## src/rtl/tlev_pkg.sv

```systemverilog
// Package tlev_pkg
// Shared leg-state type plus gate and level encoders for the five-level
// phase modulator. Assumes legal states only; anything else maps to neutral.
package tlev_pkg;

    typedef enum logic [1:0] {
        LEG_N = 2'd0,
        LEG_O = 2'd1,
        LEG_P = 2'd2
    } leg_state_e;

    localparam logic [3:0] GATE_P = 4'b1100;
    localparam logic [3:0] GATE_O = 4'b0110;
    localparam logic [3:0] GATE_N = 4'b0011;

    // Map a leg state to its {T1,T2,T3,T4} pattern.
    function automatic logic [3:0] gate_code(leg_state_e s);
        case (s)
            LEG_P:   return GATE_P;
            LEG_N:   return GATE_N;
            default: return GATE_O;
        endcase
    endfunction

    // Phase level is the sum of the two leg weights (N=0, O=1, P=2).
    function automatic logic [2:0] phase_level(leg_state_e a, leg_state_e b);
        logic [2:0] wa;
        logic [2:0] wb;
        wa = {1'b0, a};
        wb = {1'b0, b};
        return wa + wb;
    endfunction

endpackage

```

## src/rtl/tlev_carrier.sv

```systemverilog
// Module tlev_carrier
// Up/down triangle counter 0..PERIOD..1 (period 2*PERIOD cycles) for leg A
// and its half-period-shifted twin PERIOD-c for leg B. Valley and peak
// flags are single-cycle decodes of the count. Assumes PERIOD >= 2.
module tlev_carrier #(
    parameter int PERIOD = 1000,
    parameter int CNT_W  = $clog2(PERIOD + 1)
) (
    input  logic             clk,
    input  logic             rst_n,
    output logic [CNT_W-1:0] cnt_a,
    output logic [CNT_W-1:0] cnt_b,
    output logic             at_valley,
    output logic             at_peak
);

    localparam logic [CNT_W-1:0] TOP     = CNT_W'(PERIOD);
    localparam logic [CNT_W-1:0] LAST_UP = CNT_W'(PERIOD - 1);
    localparam logic [CNT_W-1:0] ONE     = CNT_W'(1);

    logic going_up;

    // Advance the triangle and turn at the peak and the valley.
    always_ff @(posedge clk) begin
        if (!rst_n) begin
            cnt_a    <= '0;
            going_up <= 1'b1;
        end else if (going_up) begin
            if (cnt_a == LAST_UP) going_up <= 1'b0;
            cnt_a <= cnt_a + ONE;
        end else begin
            if (cnt_a == ONE) going_up <= 1'b1;
            cnt_a <= cnt_a - ONE;
        end
    end

    // Leg B carrier is the mirror image, i.e. half a period later.
    always_comb cnt_b = TOP - cnt_a;

    // Reload-point decodes.
    always_comb begin
        at_valley = (cnt_a == '0);
        at_peak   = (cnt_a == TOP);
    end

    p_cnt_range_r3: assert property (@(posedge clk) disable iff (!rst_n)
        cnt_a <= TOP);
    p_peak_turn_r3: assert property (@(posedge clk) disable iff (!rst_n)
        at_peak |=> (cnt_a == LAST_UP));
    p_valley_turn_r3: assert property (@(posedge clk) disable iff (!rst_n)
        at_valley |=> (cnt_a == ONE));
    p_peak_pulse_r3: assert property (@(posedge clk) disable iff (!rst_n)
        at_peak |=> !at_peak);

endmodule

```

## src/rtl/tlev_cmp_reg.sv

```systemverilog
// Module tlev_cmp_reg
// Shadow/active compare register pair. The strobe writes the shadow. The
// active value takes the shadow at the valley, and also at the peak when
// dual reload is selected. Assumes the strobe is synchronous to clk.
module tlev_cmp_reg #(
    parameter int REF_W = 12
) (
    input  logic                    clk,
    input  logic                    rst_n,
    input  logic signed [REF_W-1:0] ref_in,
    input  logic                    upd_stb,
    input  logic                    at_valley,
    input  logic                    at_peak,
    input  logic                    dual_upd,
    output logic signed [REF_W-1:0] active
);

    logic signed [REF_W-1:0] shadow;
    logic                    reload;

    // Permitted reload points for the active compare value.
    always_comb reload = at_valley | (at_peak & dual_upd);

    // Capture the newest reference from the controller.
    always_ff @(posedge clk) begin
        if (!rst_n)       shadow <= '0;
        else if (upd_stb) shadow <= ref_in;
    end

    // Move the shadow into the active register at a reload point only.
    always_ff @(posedge clk) begin
        if (!rst_n)      active <= '0;
        else if (reload) active <= shadow;
    end

    p_hold_mid_r6: assert property (@(posedge clk) disable iff (!rst_n)
        !(at_valley || (at_peak && dual_upd)) |=> $stable(active));
    p_peak_load_r7: assert property (@(posedge clk) disable iff (!rst_n)
        (at_peak && dual_upd) |=> (active == $past(shadow)));
    p_single_hold_r7: assert property (@(posedge clk) disable iff (!rst_n)
        (at_peak && !dual_upd) |=> $stable(active));

endmodule

```

## src/rtl/tlev_leg.sv

```systemverilog
// Module tlev_leg
// One three-level leg: compares the active reference with the high-band
// carrier and the selected low-band carrier, and registers the state.
// Assumes |active| <= PERIOD; larger magnitudes simply saturate.
module tlev_leg
    import tlev_pkg::*;
#(
    parameter int PERIOD = 1000,
    parameter int CNT_W  = $clog2(PERIOD + 1),
    parameter int REF_W  = CNT_W + 2
) (
    input  logic                    clk,
    input  logic                    rst_n,
    input  logic [CNT_W-1:0]        carrier,
    input  logic signed [REF_W-1:0] active,
    input  logic                    pod_sel,
    output leg_state_e              state,
    output logic [3:0]              gate
);

    localparam logic signed [REF_W-1:0] PER_S = REF_W'(PERIOD);

    logic signed [REF_W-1:0] up_c;
    logic signed [REF_W-1:0] lo_c;
    leg_state_e              state_nxt;

    // Build signed high-band and low-band carriers.
    always_comb begin
        up_c = $signed({{(REF_W - CNT_W){1'b0}}, carrier});
        lo_c = pod_sel ? -up_c : (up_c - PER_S);
    end

    // Pick the rail: high above the high band, low below the low band.
    always_comb begin
        if (active > up_c)      state_nxt = LEG_P;
        else if (active < lo_c) state_nxt = LEG_N;
        else                    state_nxt = LEG_O;
    end

    // Register the leg state; reset parks the leg at neutral.
    always_ff @(posedge clk) begin
        if (!rst_n) state <= LEG_O;
        else        state <= state_nxt;
    end

    always_comb gate = gate_code(state);

    p_legal_code_r1: assert property (@(posedge clk) disable iff (!rst_n)
        (gate == GATE_P) || (gate == GATE_O) || (gate == GATE_N));
    p_upper_only_r4: assert property (@(posedge clk) disable iff (!rst_n)
        ($past(active) >= 0) |-> (state != LEG_N));
    p_lower_only_r5: assert property (@(posedge clk) disable iff (!rst_n)
        ($past(active) <= 0) |-> (state != LEG_P));

endmodule

```

## src/rtl/tlev_pwm_phase.sv

```systemverilog
// Module tlev_pwm_phase
// Top of the interleaved five-level phase modulator: one carrier pair, one
// shadow/active compare register and two legs built by a generate loop.
// Assumes PERIOD >= 2 and a reference magnitude within PERIOD.
module tlev_pwm_phase
    import tlev_pkg::*;
#(
    parameter int  PERIOD = 1000,
    localparam int CNT_W  = $clog2(PERIOD + 1),
    localparam int REF_W  = CNT_W + 2
) (
    input  logic                    clk,
    input  logic                    rst_n,
    input  logic signed [REF_W-1:0] ref_in,
    input  logic                    upd_stb,
    input  logic                    pod_sel,
    input  logic                    dual_upd,
    output logic [3:0]              gate_a,
    output logic [3:0]              gate_b,
    output logic [2:0]              level
);

    localparam int N_LEGS = 2;

    logic [CNT_W-1:0]        cnt_a;
    logic [CNT_W-1:0]        cnt_b;
    logic                    at_valley;
    logic                    at_peak;
    logic signed [REF_W-1:0] active;
    logic [CNT_W-1:0]        leg_car  [N_LEGS];
    leg_state_e              leg_st   [N_LEGS];
    logic [3:0]              leg_gate [N_LEGS];

    tlev_carrier #(.PERIOD(PERIOD), .CNT_W(CNT_W)) u_carrier (
        .clk       (clk),
        .rst_n     (rst_n),
        .cnt_a     (cnt_a),
        .cnt_b     (cnt_b),
        .at_valley (at_valley),
        .at_peak   (at_peak)
    );

    tlev_cmp_reg #(.REF_W(REF_W)) u_cmp (
        .clk       (clk),
        .rst_n     (rst_n),
        .ref_in    (ref_in),
        .upd_stb   (upd_stb),
        .at_valley (at_valley),
        .at_peak   (at_peak),
        .dual_upd  (dual_upd),
        .active    (active)
    );

    // Route each leg's carrier: leg 0 on the base, leg 1 on the mirror.
    always_comb begin
        leg_car[0] = cnt_a;
        leg_car[1] = cnt_b;
    end

    for (genvar g = 0; g < N_LEGS; g++) begin : g_leg
        tlev_leg #(.PERIOD(PERIOD), .CNT_W(CNT_W), .REF_W(REF_W)) u_leg (
            .clk     (clk),
            .rst_n   (rst_n),
            .carrier (leg_car[g]),
            .active  (active),
            .pod_sel (pod_sel),
            .state   (leg_st[g]),
            .gate    (leg_gate[g])
        );
    end

    // Drive the outputs from the registered leg states.
    always_comb begin
        gate_a = leg_gate[0];
        gate_b = leg_gate[1];
        level  = phase_level(leg_st[0], leg_st[1]);
    end

    p_reset_idle_r2: assert property (@(posedge clk)
        !rst_n |=> (gate_a == GATE_O) && (gate_b == GATE_O) && (level == 3'd2));
    p_level_top_r8: assert property (@(posedge clk) disable iff (!rst_n)
        (level == 3'd4) |-> (gate_a == GATE_P) && (gate_b == GATE_P));
    p_level_bottom_r8: assert property (@(posedge clk) disable iff (!rst_n)
        (level == 3'd0) |-> (gate_a == GATE_N) && (gate_b == GATE_N));
    p_level_range_r8: assert property (@(posedge clk) disable iff (!rst_n)
        level <= 3'd4);

endmodule

```

## config.mk

```make
export PLATFORM = sky130hd
export DESIGN_NAME = tlev_pwm_phase
export DESIGN_NICKNAME = d
export VERILOG_FILES = /design/src/rtl/tlev_pkg.sv /design/src/rtl/tlev_carrier.sv /design/src/rtl/tlev_cmp_reg.sv /design/src/rtl/tlev_leg.sv /design/src/rtl/tlev_pwm_phase.sv
export SDC_FILE = /design/constraint.sdc
export NUM_CORES = 1
export LEC_CHECK = 0
export BUFFER_PORTS_ARGS = -buffer_cell sky130_fd_sc_hd__buf_2
export CORE_MARGIN = 5
export CORE_UTILIZATION = 39
export CTS_BUF_LIST = sky130_fd_sc_hd__clkbuf_16
export DETAILED_ROUTE_END_ITERATION = 10
export GPL_ROUTABILITY_DRIVEN = 0
export SLEW_MARGIN = 20
export SYNTH_ARGS = -nofsm -noshare
export SYNTH_HDL_FRONTEND = slang
export SYNTH_SLANG_ARGS = --single-unit
```

## constraint.sdc

```tcl
create_clock -name clk -period 6.9 [get_ports clk]
set_input_delay 0.69 -clock clk [delete_from_list [all_inputs] [get_ports clk]]
set_output_delay 0.69 -clock clk [all_outputs]
set_load 0.05 [all_outputs]
```

==> run metrics <==
crit end category flip-flop; 1st-iter DRT viols between 100 and 150; worst-case clock buffer depth 2; Pint ~0.50 mW; aggregate routed wire length between 7000 and 8000 um; Yosys reg bits 39; initial antenna violation count 0; Netlist cell types ~70; CP peak stage delay approximately 0.7 ns; wire per inst 15.1 um; most used cell, CP ha_1; switch share 34.5%; Synth Area per Inst around 8.3 um2; leak pwr approximately 1.6 nW; Critical Path RT between 7 and 8 ns; Inserted Diodes 0; global-route wire length before repair roughly 13000 um; CTS Buf Count 5; Core Rows 33; PostCTS Resize Cnt 0; Hold Crit Depth 2; max cap viols 0; Final ANT Viol Nets 0; most frequent cells in the layout 61 x nor2_1, 47 x ha_1, 39 x dfxtp_1, 27 x mux2i_1, 27 x buf_2; die height 103 um; clk slew on worst S/H paths roughly 0.060 ns; final core occ between 40% and 50%; RSZ-0062 raised after global routing no; number of synthesized flops with an enable pin 0; htree depth 2; Clock Power Share between 30% and 40%; Worst Hold Class flip-flop to flip-flop; Fin. Hold Viols 0; Synth warnings 0; Post-synth top flop dfxtp_1; root buf cell clkbuf_16; CTS tree yes; initial core utilization between 40% and 50%; number of detailed-route iterations in the first pass 5; Tcrit/Tclk final between 50% and 60%; die width 103 um; Worst Path Max Fanout 17; clock latency on the worst-skew pair slightly below 0.3 ns; status finished clean; fin cells about 530; GRT overflow 0; clock net sink count 39; Via Count slightly below 3000; Placed Cells incl. Taps 520; Post-CTS Setup Bufs 0; vias per inst around 5.5; vias in the first global route 2658; FF-to-FF path depth 11; Synth Instances about 400; area delta synth->final 10.8%; total power ~0.76 mW; synthesized cell area 3360 um2; I/O Pins 28; Rel. slew slack 52.1%; startpoint types flip-flop; sequential element share of the synthesized area a little under a quarter; minimum clock period roughly 3.8 ns; Setup Crit Path Kind flip-flop to flip-flop; placed wire-length estimate 6290 um; Psw between 0.2 and 0.3 mW; share of cells above drive strength 1 12.6%; Die ar. around 11000 um2; Worst Path Buf+Inv 1; commonest non-fill, non-tap cell in the layout nor2_1; number of port buffers 27; Placeable Area between 8000 and 9000 um2; syn nets 469; worst-margin pin slew 0.714 ns; synth top area cells dfxtp_1 23%, ha_1 17%, mux2i_1 8.0%, nor2_1 6.8%, xnor2_1 6.8%; largest net degree at the start of global routing 38; cts hold-fix bufs 0; fmax 261 MHz; CP max stage cell dfxtp_1; Setup Viol. Count Final 0; Max VDD drop ~0.092 mV; Arr. time, crit path roughly 4.0 ns; Synth area leader dfxtp_1; combinational power share between 30% and 40%; post-synth top area share between 20% and 30%; power per cell area about 200 nW/um2; DR DRC count 0; Worst path top cell family by delay compound AO/OA/AOI/OAI gates; Tot GR Track Use between 15 and 20%; Setup TNS Final 0 ns; Flop pwr share 33.5%; instance count on the critical path 11; clock skew between 0.005 and 0.006 ns; crit path cell chain inv_1, ha_1, o21ai_1, nand2_1, o41a_1, o32ai_1, xor2_1, ha_1, a2111oi_0, a22oi_1, a21boi_1; Nets 487; max-slew violations 0; Synth async-reset ratio 0%
==> final timing paths <==
path | from | endpoint | slack (ns)
max | u_carrier.cnt_a[3]$_SDFF_PN0_ | g_leg[1].u_leg.state[0]$_SDFF_PN1_ | 3.07
min | u_cmp.shadow[0]$_SDFFE_PN0P_ | u_cmp.shadow[0]$_SDFFE_PN0P_ | 0.49
max reg2reg | u_carrier.cnt_a[3]$_SDFF_PN0_ | g_leg[1].u_leg.state[0]$_SDFF_PN1_ | 3.07
min reg2reg | u_cmp.shadow[0]$_SDFFE_PN0P_ | u_cmp.shadow[0]$_SDFFE_PN0P_ | 0.49
==> metrics by stage <==
step	setup slack (ns)	area, um2	hold WS (ns)
2_1_floorplan	3.80	3360	0.460
3_3_place_gp	3.30	3560	0.478
3_5_place_dp	3.08	3560	0.480
4_1_cts	3.06	3720	0.498
5_1_grt	2.67	3720	0.527
6_report	3.07	3720	0.493
==> synth_stat cells, drive strengths merged (4+ instances only) <==
cell / number
ha: 47
inv: 21
dfxtp: 39
or3: 4
xor2: 4
nor2: 61
nor4: 4
a21oi: 12
clkbuf: 9
o32ai: 4
buf: 8
nor2b: 6
o211ai: 4
nand3: 7
o22ai: 4
mux2i: 27
and3: 5
nand2: 25
xnor2: 26
nor3: 10
o21ai: 22
==> power groups by stage <==
| stage | Sequential [mW] | Combinational [mW] | Clock (mW) |
|---|---|---|---|
| after global routing | 0.257 | 0.267 | 0.282 |
| after global placement | 0.260 | 0.236 | 0 |
| after CTS | 0.256 | 0.241 | 0.272 |
| final | 0.255 | 0.240 | 0.266 |
| after detailed placement | 0.261 | 0.240 | 0 |
| after floorplan | 0.255 | 0.196 | 0 |
==> layout make-up <==
class | count | area, um2
inverter | 22 | 82.6
timing repair buffer | 28 | 143
multi-input combinational | 326 | 2420
sequential | 39 | 781
clock buffer | 5 | 125
clock inverter | 2 | 37.5
tap | 105 | 131
fill | 830 | 4570
==> cell families after synthesis <==
group,share of synthesized area [%]
flops,23.2
fa+ha+maj,18.1
xor+xnor,8.49
mux,9.04
compound gates,15.9
simple gates,20.7
buf+inv,4.65
==> worst reg2reg max path: cells and delay by family, from the launching register on <==
family	cells	cell delay (ns)
compound gates	6	1.75
flops	1	0.70
fa+ha+maj	2	0.62
buf+inv	1	0.24
xor+xnor	1	0.21
simple gates	1	0.20
==> registers in the layout, summed over array words and instances (netlist names) <==
| name | flops |
|---|---|
| u_cmp.active | 12 |
| u_cmp.shadow | 12 |
| u_carrier.cnt_a | 10 |
| g_leg.u_leg.state | 4 |
| u_carrier.going_up | 1 |
==> layer usage <==
metal | part of all wire (%) | GRT usage (%)
met5 | 0 | 0
met4 | 0.93 | 3.29
met3 | 4.7 | 2.71
met2 | 46 | 26.3
met1 | 48 | 21.8
Power figures use the tool's default switching activity.
